--- config.mk ---
export PLATFORM = sky130hd
export DESIGN_NAME = uart_brk_rx
export DESIGN_NICKNAME = d
export VERILOG_FILES = /design/src/rtl/uart_brk_rx_pkg.sv /design/src/rtl/uart_brk_rx_sync.sv /design/src/rtl/uart_brk_rx_timer.sv /design/src/rtl/uart_brk_rx_fsm.sv /design/src/rtl/uart_brk_rx.sv
export SDC_FILE = /design/constraint.sdc
export NUM_CORES = 1
export LEC_CHECK = 0
export BUFFER_PORTS_ARGS = -buffer_cell sky130_fd_sc_hd__clkbuf_2
export CORE_MARGIN = 1.5
export CORE_UTILIZATION = 50
export CTS_CLUSTER_SIZE = 30
export DETAILED_ROUTE_END_ITERATION = 7
export GPL_TIMING_DRIVEN = 1
export PLACE_DENSITY = 0.79
export SLEW_MARGIN = 20
export SYNTH_ARGS = -nofsm -noshare
export SYNTH_HDL_FRONTEND = slang
export SYNTH_HIERARCHICAL = 1
export SYNTH_SLANG_ARGS = --single-unit
--- constraint.sdc ---
create_clock -name clk_i -period 2.4 [get_ports clk_i]
set_input_delay 0.48 -clock clk_i [delete_from_list [all_inputs] [get_ports clk_i]]
set_output_delay 0.48 -clock clk_i [all_outputs]
set_load 0.01 [all_outputs]
--- src/rtl/uart_brk_rx_pkg.sv ---
package uart_brk_rx_pkg;
  typedef enum logic [2:0] {
    ST_IDLE, ST_START, ST_DATA, ST_PAR, ST_STOP1, ST_STOP2, ST_WAITHI
  } rx_state_e;

  // wlen code 0..3 -> 5..8 data bits
  function automatic logic [3:0] word_bits(input logic [1:0] sel);
    return 4'd5 + {2'b00, sel};
  endfunction
endpackage

--- src/rtl/uart_brk_rx_sync.sv ---
module uart_brk_rx_sync #(
  parameter int STAGES = 2
) (
  input  logic clk_i,
  input  logic rst_ni,
  input  logic d_i,
  output logic q_o
);
  logic [STAGES-1:0] pipe_q;

  always_ff @(posedge clk_i or negedge rst_ni) begin
    if (!rst_ni) pipe_q <= '1;
    else         pipe_q <= {pipe_q[STAGES-2:0], d_i};
  end

  assign q_o = pipe_q[STAGES-1];
endmodule

--- src/rtl/uart_brk_rx_timer.sv ---
module uart_brk_rx_timer #(
  parameter int OVS = 16
) (
  input  logic clk_i,
  input  logic rst_ni,
  input  logic tick_i,
  input  logic restart_i,
  output logic mid_o,
  output logic end_o
);
  localparam int CNT_W = $clog2(OVS);
  localparam logic [CNT_W-1:0] MID_V = CNT_W'(OVS/2 - 1);
  localparam logic [CNT_W-1:0] END_V = CNT_W'(OVS - 1);

  logic [CNT_W-1:0] cnt_q;

  always_ff @(posedge clk_i or negedge rst_ni) begin
    if (!rst_ni)        cnt_q <= '0;
    else if (restart_i) cnt_q <= '0;
    else if (tick_i)    cnt_q <= (cnt_q == END_V) ? '0 : cnt_q + 1'b1;
  end

  assign mid_o = tick_i && (cnt_q == MID_V);
  assign end_o = tick_i && (cnt_q == END_V);
endmodule

--- src/rtl/uart_brk_rx_fsm.sv ---
module uart_brk_rx_fsm
  import uart_brk_rx_pkg::*;
#(
  parameter int DATA_W = 8
) (
  input  logic              clk_i,
  input  logic              rst_ni,
  input  logic              rx_i,
  input  logic              mid_i,
  input  logic              end_i,
  input  logic [1:0]        wlen_i,
  input  logic              par_en_i,
  input  logic              par_odd_i,
  input  logic              two_stop_i,
  output logic              restart_o,
  output logic              valid_o,
  output logic [DATA_W-1:0] data_o,
  output logic              fe_o,
  output logic              pe_o,
  output logic              brk_o
);
  localparam int BW = $clog2(DATA_W);

  rx_state_e         state_q;
  logic [DATA_W-1:0] sh_q;
  logic [BW-1:0]     bit_q;
  logic              par_q;
  logic              ones_q;
  logic [3:0]        nbits;
  logic              last_bit;
  logic [DATA_W-1:0] aligned;
  logic              is_brk;

  assign nbits    = word_bits(wlen_i);
  assign last_bit = (int'(bit_q) == int'(nbits) - 1);
  assign aligned  = sh_q >> (DATA_W - int'(nbits));
  // all sampled bits zero, including the stop bit now on the line
  assign is_brk   = !rx_i && !ones_q;

  assign restart_o = (state_q == ST_IDLE) || (state_q == ST_WAITHI) ||
                     ((state_q == ST_START) && mid_i);

  always_ff @(posedge clk_i or negedge rst_ni) begin
    if (!rst_ni) begin
      state_q <= ST_IDLE;
      sh_q    <= '0;
      bit_q   <= '0;
      par_q   <= 1'b0;
      ones_q  <= 1'b0;
      valid_o <= 1'b0;
      data_o  <= '0;
      fe_o    <= 1'b0;
      pe_o    <= 1'b0;
      brk_o   <= 1'b0;
    end else begin
      valid_o <= 1'b0;
      unique case (state_q)
        ST_IDLE: if (!rx_i) state_q <= ST_START;
        ST_START: if (mid_i) begin
          if (!rx_i) begin
            state_q <= ST_DATA;
            sh_q    <= '0;
            bit_q   <= '0;
            par_q   <= 1'b0;
            ones_q  <= 1'b0;
          end else begin
            state_q <= ST_IDLE;  // false start
          end
        end
        ST_DATA: if (end_i) begin
          sh_q   <= {rx_i, sh_q[DATA_W-1:1]};
          par_q  <= par_q ^ rx_i;
          ones_q <= ones_q | rx_i;
          if (last_bit) state_q <= par_en_i ? ST_PAR : ST_STOP1;
          else          bit_q   <= bit_q + 1'b1;
        end
        ST_PAR: if (end_i) begin
          par_q   <= par_q ^ rx_i;
          ones_q  <= ones_q | rx_i;
          state_q <= ST_STOP1;
        end
        ST_STOP1: if (end_i) begin
          valid_o <= 1'b1;
          data_o  <= aligned;
          brk_o   <= is_brk;
          fe_o    <= !rx_i && !is_brk;
          pe_o    <= par_en_i && !is_brk && (par_q ^ par_odd_i);
          state_q <= (two_stop_i && rx_i) ? ST_STOP2 : ST_WAITHI;
        end
        ST_STOP2:  if (end_i) state_q <= ST_WAITHI;
        ST_WAITHI: if (rx_i)  state_q <= ST_IDLE;
        default: state_q <= ST_IDLE;
      endcase
    end
  end
endmodule

--- src/rtl/uart_brk_rx.sv ---
module uart_brk_rx #(
  parameter int OVS         = 16,
  parameter int SYNC_STAGES = 2
) (
  input  logic       clk_i,
  input  logic       rst_ni,
  input  logic       tick_i,
  input  logic       rxd_i,
  input  logic [1:0] wlen_i,
  input  logic       par_en_i,
  input  logic       par_odd_i,
  input  logic       two_stop_i,
  output logic [7:0] data_o,
  output logic       valid_o,
  output logic       frame_err_o,
  output logic       parity_err_o,
  output logic       break_o
);
  localparam int DATA_W = 8;

  logic rx_s, restart, mid, bit_end;

  uart_brk_rx_sync #(.STAGES(SYNC_STAGES)) u_sync (
    .clk_i(clk_i), .rst_ni(rst_ni), .d_i(rxd_i), .q_o(rx_s)
  );

  uart_brk_rx_timer #(.OVS(OVS)) u_timer (
    .clk_i(clk_i), .rst_ni(rst_ni), .tick_i(tick_i), .restart_i(restart),
    .mid_o(mid), .end_o(bit_end)
  );

  uart_brk_rx_fsm #(.DATA_W(DATA_W)) u_fsm (
    .clk_i(clk_i), .rst_ni(rst_ni), .rx_i(rx_s), .mid_i(mid), .end_i(bit_end),
    .wlen_i(wlen_i), .par_en_i(par_en_i), .par_odd_i(par_odd_i),
    .two_stop_i(two_stop_i), .restart_o(restart), .valid_o(valid_o),
    .data_o(data_o), .fe_o(frame_err_o), .pe_o(parity_err_o), .brk_o(break_o)
  );
endmodule

==> metrics.md <==
| Metric | Value |
|---|---|
| Status | complete, no violations |
| Overall Global Routing Usage | 17.19% |
| Most common library cells after synthesis | nand2_1, dfrtp_1, o21ai_0 |
| CP cell instances | ha_1 > and4_2 > nand3b_1 > a21o_1 > nor3_2 > mux2_2 |
| Largest cells by area after synthesis | dfrtp_1, nand2_1, mux2i_1 |
| Mapped cell area | 1788 um2 |
| Final Cycle Share | 81.29% |
| First-pass detailed-route iteration total | 4 |
| Synth async-reset ratio | 100.0% |
| Post-synth top area cell | dfrtp_1 |
| WP data arrival | 2.18 ns |
| Die Height | 62.80 um |
| Share of post-route cells with drive strength above 1 | 22.73% |
| Pleak | 0.8788 nW |
| Kind of end point of the critical path | flop |
| Area growth, synth to finish | 10.15% |
| Routability Congestion | 0.7892 |
| CTS clk-pin slew, worst paths | 0.10 ns |
| Die X | 62.80 um |
| Layout Nets | 208 |
| Clock Sinks | 34 |
| Most common cell in the synthesized netlist | nand2_1 |
| Slew margin rel. | 46.09% |
| Worst-path fanout max | 17 |
| Dpl hpwl | 2.180 mm |
| CTS Buf Count | 5 |
| Max clock buf depth | 2 |
| Setup Buffers After CTS | 0 |
| Met1 usage | 21.68% |
| Worst Tran Pin Value | 0.8087 ns |
| Initial Util | 52.75% |
| CTS tree | yes |
| Critical Path RT | 2.63 ns |
| Total vias in the final route | 1,311 |
| Max Fclk | 512.6 MHz |
| Vias in the first global route | 1,231 |
| Worst Skew | 0.007593 ns |
| Core area | 3390 um2 |
| CTS Hold Bufs | 0 |
| Final setup viols | 0 |
| Post-DRT Antenna Nets | 0 |
| Most used DFF post-synth | dfrtp_1 |
| Combinational family with the most area after synthesis | simple AND/OR/NAND/NOR gates |
| Fraction of synthesized area in multiplexers | 7.138% |
| Min-Delay Path Class | input port to async pin |
| Depth of the CTS H-tree | 2 |
| Post-Synth Adder-Cell Area | 1.400% |
| Ant diodes | 0 |
| Synth warn | 6 |
| Row count | 21 |
| First-pass GRT wire length | 5.340 mm |
| Synth Area in Simple Gates | 21.83% |
| VDD IR max | 0.4081 mV |
| Compound-Gate Fraction of Synth Area | 15.33% |
| Crit Path Class | flop to flop |
| CP Launch Type | flop |
| DP Cell Count | 236 |
| DRT Wirelength | 3.014 mm |
| Sequential area share after synthesis | 47.73% |
| Largest net degree at the start of global routing | 35 |
| Met2 usage | 27.96% |
| IO Pins | 21 |
| DR vias/cell | 5.373 |
| GRT Residual Overflow | 0 |
| Share of Yosys cell area claimed by the top area cell type | 44.79% |
| Non-filler cells, final | 244 |
| Synth Area in XOR/XNOR | 2.869% |
| Count of cell types in the netlist | 46 |
| Routed wire per std cell | 12.35 um |
| Starting DRT DRC Count | 47 |
| Cells after synthesis | 180 |
| TNS Setup | 0 ns |
| Avg Inst Size Synth | 9.933 um2 |
| M3 GR Usage | 3.784% |
| Post-synth EDFFs | 0 |
| Slowest CP cell | dfrtp_1 |
| Seq cells post-synth | 34 |
| Final Hold Fails | 0 |
| Min Clock Period, post-route | 1.951 ns |
| Root cell of the clock tree | clkbuf_4 |
| Slew Limit Fails | 0 |
| Fillers | 300 |
| Worst-skew pair later-pin latency | 0.34 ns |
| RSZ-0062 raised after global routing | false |
| Post-cts sizing count | 0 |
| Drt drc | 0 |
| Die area | 3944 um2 |
| Pwr dens | 700.9 nW/um2 |
| Biggest cell delay along the critical path | 0.43 ns |
| IO Port Bufs | 20 |
| Max-Cap Viols | 0 |
| Syn Nets | 191 |
| Initial antenna violation count | 0 |
| Most used routing layer | met2 |
## worst max-delay path: cells and delay by family, from the launching register on
family                   cells  cell delay (ns)
AND/OR/NAND/NOR              3             0.48
flip-flops                   1             0.43
AO/OA/AOI/OAI                1             0.42
multiplexers                 1             0.27
adder cells (fa/ha/maj)      1             0.26
## layout make-up
| type | count | area, um2 | share of cell area (%) |
|---|---|---|---|
| inverter | 2 | 7.507 | 0.3812 |
| timing repair buffer | 21 | 107.6 | 5.464 |
| sequential | 34 | 853.3 | 43.33 |
| clock inverter | 1 | 30.03 | 1.525 |
| multi-input combinational | 133 | 868.3 | 44.09 |
| clock buffer | 7 | 45.04 | 2.287 |
| tap | 46 | 57.56 | 2.922 |
## metal layers
metal / up-vias / routed length, um
li1: 667 / -
met1: 605 / 1511
met2: 33 / 1331
met3: 6 / 120
met4: 0 / 51
met5: - / 0
## sequential cells by signal (all words and copies together) (netlist names), 2 cells and up
name / flops
u_fsm/data_o: 8
u_fsm/sh_q: 8
u_timer/cnt_q: 4
u_fsm/bit_q: 3
u_fsm/state_q: 3
u_sync/pipe_q: 2
## power breakdown
part | total, W | leakage, nW | internal, W | switching (W)
Clock | 0.000405 | 0.0395 | 0.000221 | 0.000184
Sequential | 0.000704 | 0.464 | 0.000615 | 0.0000894
Combinational | 0.000271 | 0.376 | 0.000145 | 0.000127
## layout by cell type, fill, tap and decap left out, types with 2 or more instances in the layout
| cell | Yosys | layout |
|---|---|---|
| a22o_1 | 2 | 2 |
| ha_1 | 2 | 2 |
| clkbuf_2 | 0 | 20 |
| mux2_2 | 5 | 5 |
| o31ai_1 | 3 | 3 |
| dfrtp_1 | 32 | 32 |
| nand3_1 | 3 | 3 |
| dfstp_2 | 2 | 2 |
| nand2_1 | 33 | 33 |
| clkbuf_4 | 0 | 5 |
| nand2b_1 | 3 | 3 |
| inv_1 | 2 | 2 |
| nor2_1 | 9 | 9 |
| xor2_1 | 2 | 2 |
| xnor2_1 | 2 | 2 |
| o21ai_0 | 12 | 12 |
| a211oi_1 | 2 | 2 |
| nor3_2 | 2 | 2 |
| nand3b_1 | 4 | 4 |
| nand4bb_1 | 2 | 2 |
| a21oi_1 | 9 | 9 |
| nor2b_1 | 3 | 3 |
| mux2i_1 | 6 | 6 |
| clkbuf_1 | 2 | 2 |
| o21ai_1 | 8 | 8 |
## per-stage QoR
step	setup WS [ns]	cell area [um2]	hold WS (ns)	utilization [%]	total power, W
floorplan	0.6721	1788	0.1844	-	0.0009430
global placement	0.4838	1894	0.3456	55.89	0.0009812
detailed placement	0.4374	1894	0.3510	55.89	0.0009870
CTS	0.4371	1969	0.1964	58.10	0.001400
global route	0.2514	1969	0.1865	58.10	0.001470
finish	0.4492	1969	0.2123	58.10	0.001380
## logic make-up (layout without fill, tap and decap cells)
family | after synthesis | count (layout)
xor gates and xnor gates | 5 | 5
AOI/OAI and AO/OA | 44 | 44
adders and majority gates | 2 | 2
DFF | 34 | 34
and+or+nand+nor | 70 | 70
muxes | 12 | 12
buffers and inverters | 13 | 31
## final timing paths
check | start | endpoint | slack [ns] | cells after the start
max | u_timer/cnt_q[0] | u_fsm/bit_q[0] | 0.45 | 6
min | rst_ni | u_fsm/brk_o | 0.21 | 1
max reg2reg | u_timer/cnt_q[0] | u_fsm/bit_q[0] | 0.45 | 6
min reg2reg | u_sync/pipe_q[0] | u_sync/pipe_q[1] | 0.36 | 0
max in group asynchronous | rst_ni | u_timer/cnt_q[0] | 1.67 | 1
min in group clk_i | rxd_i | u_sync/pipe_q[0] | 0.22 | 1
(Power assumes the default switching activity.)
